==> config.mk <==
export PLATFORM = sky130hd
export DESIGN_NAME = flash_erase_guard
export DESIGN_NICKNAME = d
export VERILOG_FILES = /design/src/rtl/flash_erase_guard.sv
export SDC_FILE = /design/constraint.sdc
export NUM_CORES = 1
export LEC_CHECK = 0
export BUFFER_PORTS_ARGS = -buffer_cell sky130_fd_sc_hd__buf_2
export CELL_PAD_IN_SITES_DETAIL_PLACEMENT = 0
export CELL_PAD_IN_SITES_GLOBAL_PLACEMENT = 1
export CORE_UTILIZATION = 42
export DETAILED_ROUTE_END_ITERATION = 10
export PLACE_DENSITY_LB_ADDON = 0.1
export SYNTH_ARGS = -nofsm -noshare
export SYNTH_HDL_FRONTEND = slang
export SYNTH_SLANG_ARGS = --single-unit
==> constraint.sdc <==
create_clock -name clk -period 3.6 [get_ports clk]
set_input_delay 0.72 -clock clk [delete_from_list [all_inputs] [get_ports clk]]
set_output_delay 0.72 -clock clk [all_outputs]
set_load 0.02 [all_outputs]
==> src/rtl/flash_erase_guard.sv <==
module flash_erase_guard #(
  parameter int          PAGE_W   = 7,
  parameter logic [7:0]  PAGE_KEY = 8'h55,
  parameter logic [7:0]  MASS_KEY = 8'hAA
) (
  input  logic              clk,
  input  logic              rst_n,
  input  logic              wr_en,
  input  logic [1:0]        wr_addr,
  input  logic [7:0]        wr_data,
  input  logic              dbg_en,
  input  logic              flash_busy,
  input  logic              flash_done,
  output logic              erase_req,
  output logic              erase_mass,
  output logic [PAGE_W-1:0] erase_page,
  output logic              erase_active
);
  localparam logic [1:0] A_PAGE = 2'd0;
  localparam logic [1:0] A_MASS = 2'd1;
  localparam logic [1:0] A_CMD  = 2'd2;

  logic [PAGE_W-1:0] page_q;
  logic page_armed, mass_armed;

  wire cmd_ok  = wr_en && wr_addr == A_CMD && !flash_busy && !erase_active;
  wire go_page = cmd_ok && wr_data == PAGE_KEY && page_armed;
  wire go_mass = cmd_ok && wr_data == MASS_KEY && mass_armed && dbg_en;

  always_ff @(posedge clk or negedge rst_n) begin
    if (!rst_n) begin
      page_q       <= '0;
      page_armed   <= 1'b0;
      mass_armed   <= 1'b0;
      erase_req    <= 1'b0;
      erase_mass   <= 1'b0;
      erase_page   <= '0;
      erase_active <= 1'b0;
    end else begin
      erase_req <= 1'b0;
      if (flash_done) erase_active <= 1'b0;
      if (wr_en && wr_addr == A_PAGE) begin
        page_q     <= wr_data[PAGE_W-1:0];
        page_armed <= 1'b1;
      end
      if (wr_en && wr_addr == A_MASS) mass_armed <= wr_data[0];
      if (go_page || go_mass) begin
        erase_req    <= 1'b1;
        erase_mass   <= go_mass;
        erase_page   <= page_q;
        erase_active <= 1'b1;
      end
      if (go_page) page_armed <= 1'b0;
      if (go_mass) mass_armed <= 1'b0;
    end
  end

  // request is a single-cycle pulse
  a_r2_single_pulse: assert property (@(posedge clk) disable iff (!rst_n)
    erase_req |=> !erase_req);
  // page request follows a page key write and carries the latched page
  a_r2_page_key: assert property (@(posedge clk) disable iff (!rst_n)
    (erase_req && !erase_mass) |-> $past(wr_en && wr_addr == A_CMD && wr_data == PAGE_KEY));
  a_r2_page_value: assert property (@(posedge clk) disable iff (!rst_n)
    erase_req |-> erase_page == $past(page_q));
  // mass request needs its key and the debug port
  a_r4_mass_needs_debug: assert property (@(posedge clk) disable iff (!rst_n)
    (erase_req && erase_mass) |-> $past(dbg_en && wr_data == MASS_KEY));
  // nothing issued while the flash is busy
  a_r7_not_when_busy: assert property (@(posedge clk) disable iff (!rst_n)
    erase_req |-> !$past(flash_busy) && !$past(erase_active));
  // active accompanies every request
  a_r8_active_with_req: assert property (@(posedge clk) disable iff (!rst_n)
    erase_req |-> erase_active);
endmodule

==> summary.md <==
| Metric | Value |
|---|---|
| Switching pwr | 88.0 uW |
| Clk pin slew, worst setup/hold paths | 110 ps |
| Number of port buffers | 25 |
| Remaining DRCs | 0 |
| Area grow syn2layout | 22.3% |
| Crit path launch | wr_data[0] |
| Initial Utilization | 46.0% |
| Share of layout cells above drive strength 1 | 63.0% |
| Mapped Avg Cell Area | 15.8 um^2 |
| Die area | 0.00213 mm^2 |
| Leading cell type in the layout, fill and taps excluded | buf_2 |
| # H-tree levels | 1 |
| CP Capture Type | register |
| Sequential share of the synthesized area | 57.9% |
| Routed wire length per instance | 13.2 um |
| Initial antenna violation count | 0 |
| First-pass GRT wire length | 2150 um |
| Post-Route WL | 1400 um |
| Top-area cell type share of the netlist area | 57.9% |
| Hpwl dp | 1030 um |
| Num CTS Buffers | 3 |
| Std cell rows | 15 |
| Post-cts hold buffer count | 0 |
| Clk pwr share | 26.9% |
| CTS root buffer | clkbuf_4 |
| Most frequent cells in the layout | 25 x buf_2, 19 x dfrtp_1, 14 x mux2_2, 3 x clkbuf_4 |
| CTS Buffer Depth | 2 |
| Leakage power | 0.520 nW |
| Cell variety after synth | 18 |
| Placer congestion estimate | 0.689 |
| Largest cells by area after synthesis | dfrtp_1 58%, mux2_2 19%, and4bb_2 3.0% |
| CP Max Fanout | 9 |
| Vias per std cell | 4.84 |
| Die Height | 46.2 um |
| Net Count, Synth | 68 |
| Hold Violations, Final | 0 |
| Highest clock rate | 0.547 GHz |
| Mapped Cells | 52 |
| Mapped cell area | 821 um^2 |
| Number of global-route vias before repair | 509 |
| Final Cell Area | 0.00100 mm^2 |
| Comb power frac | 10.9% |
| Slew @ Worst Pin | 667 ps |
| PD cells | 385 mW/mm^2 |
| Chip Width | 46.2 um |
| Worst Path Required | 3780 ps |
| Max_slew headroom | 55.4% |
| Critical Path AT | 2000 ps |
| Sw Ratio | 22.8% |
| Power, Total | 386 uW |
| Area leader, netlist | dfrtp_1 |
| RSZ-0062 raised after global routing | no |
| Worst min path class | input pin to asynchronous set/reset pin |
| Worst r2r src | erase_active |
| #FFs+latches synth | 19 |
| Total grt overflow | 0 |
| GRT Total Usage | 14.5% |
| Slew Viols, Final | 0 |
| Synth warnings | 0 |
| FFs w/ async S/R, synth | 100% |
| Core area | 0.00178 mm^2 |
| Post-CTS setup buffer count | 0 |
| Setup TNS | 0 ps |
| Drt pass-1 iters | 2 |
| Number of synthesized flops with an enable pin | 0 |
| CTS Sinks | 19 |
| Tcrit/Tclk final | 50.8% |
| Initial DRC Count | 4 |
| Post-route minimum period | 1830 ps |
| # diodes | 0 |
| Crit start category | input pin |
| Crit path kind | input pin to register |
| Ys flop type | dfrtp_1 |
| IO Pins | 26 |
| Final nets | 98 |
| Post_cts resized | 0 |
| Filler Cell Count | 162 |
| Power share of the sequential group | 62.2% |
| Status | complete, no violations |
| Final Skew | 5.56 ps |
| # Max-Cap Violations | 0 |
| Int Pwr | 298 uW |
| DP Area | 977 um^2 |
| Clock latency at the later pin of the worst-skew pair | 290 ps |
| # setup viols final | 0 |
| TritonCTS clock tree | done |
| Worst vdd ir | 0.260 mV |
| Final ANT Viol Nets | 0 |
| Largest net degree at the start of global routing | 20 |
| Vias | 513 |
==> registers in the layout, indices dropped and copies added, names as in the netlist <==
register and count:
erase_active 1, erase_mass 1, erase_page 7, erase_req 1, mass_armed 1, page_armed 1
page_q 7
==> area by class of cell <==
type                    instances  area [um^2]  share of cell area (%)
repair buffers                 25          125                    12.5
well taps                      25         31.3                    3.12
flip-flops and latches         19          475                    47.4
multi-input cells              32          342                    34.0
inverters                       1         3.75                   0.374
clock buffers                   4         26.3                    2.62
==> final timing paths <==
check	to	slack, ps	cells after the start
max in group asynchronous	erase_page[2]	2950	1
min in group clk	erase_mass	510	2
worst max register to register	erase_page[6]	1990	4
worst min register to register	erase_mass	510	2
worst min-delay path	erase_mass	350	1
worst max-delay path	erase_page[6]	1770	5
==> worst max-delay path, stage by stage <==
cell      delay (ps)
buf_2            120
and4bb_1         310
nand4_4          140
a21oi_4          330
mux2_2           370
==> power groups by stage <==
stage                     clock network [mW]  registers [mW]  logic, mW
after floorplan                            0           0.243     0.0232
after global placement                     0           0.244     0.0420
after detailed placement                   0           0.245     0.0430
after CTS                              0.111           0.240     0.0431
after global routing                   0.119           0.242     0.0470
final                                  0.104           0.240     0.0421
==> stage by stage <==
stage	util [%]	setup WS (ps)	cells	hold slack (ps)
after floorplan	-	1720	52	424
after global placement	54.8	1480	102	488
after detailed placement	54.8	1450	102	489
after CTS	56.3	1770	106	361
after global routing	56.3	1730	106	355
final	56.3	1770	106	350
==> layer usage <==
| layer | part of all wire, % | vias to the layer above | global-route usage (%) |
|---|---|---|---|
| li1 | - | 251 | - |
| met1 | 48 | 244 | 18.6 |
| met2 | 46 | 18 | 23.1 |
| met3 | 6.5 | 0 | 4.31 |
| met4 | 0 | 0 | 5.29 |
| met5 | 0 | - | 0 |
==> kinds of logic after synthesis <==
kind of cell	after synthesis	synth area share (%)
muxes	15	20.4
DFF	19	57.9
AOI/OAI and AO/OA	5	5.34
buffers and inverters	1	0.457
and+or+nand+nor	12	15.9
==> synth_stat cells (2+ instances only) <==
master	number
dfrtp_1	19
and4bb_2	2
o21ai_0	2
mux2_2	14
nor2_1	2
No activity file was read; power rests on OpenSTA's default activity.
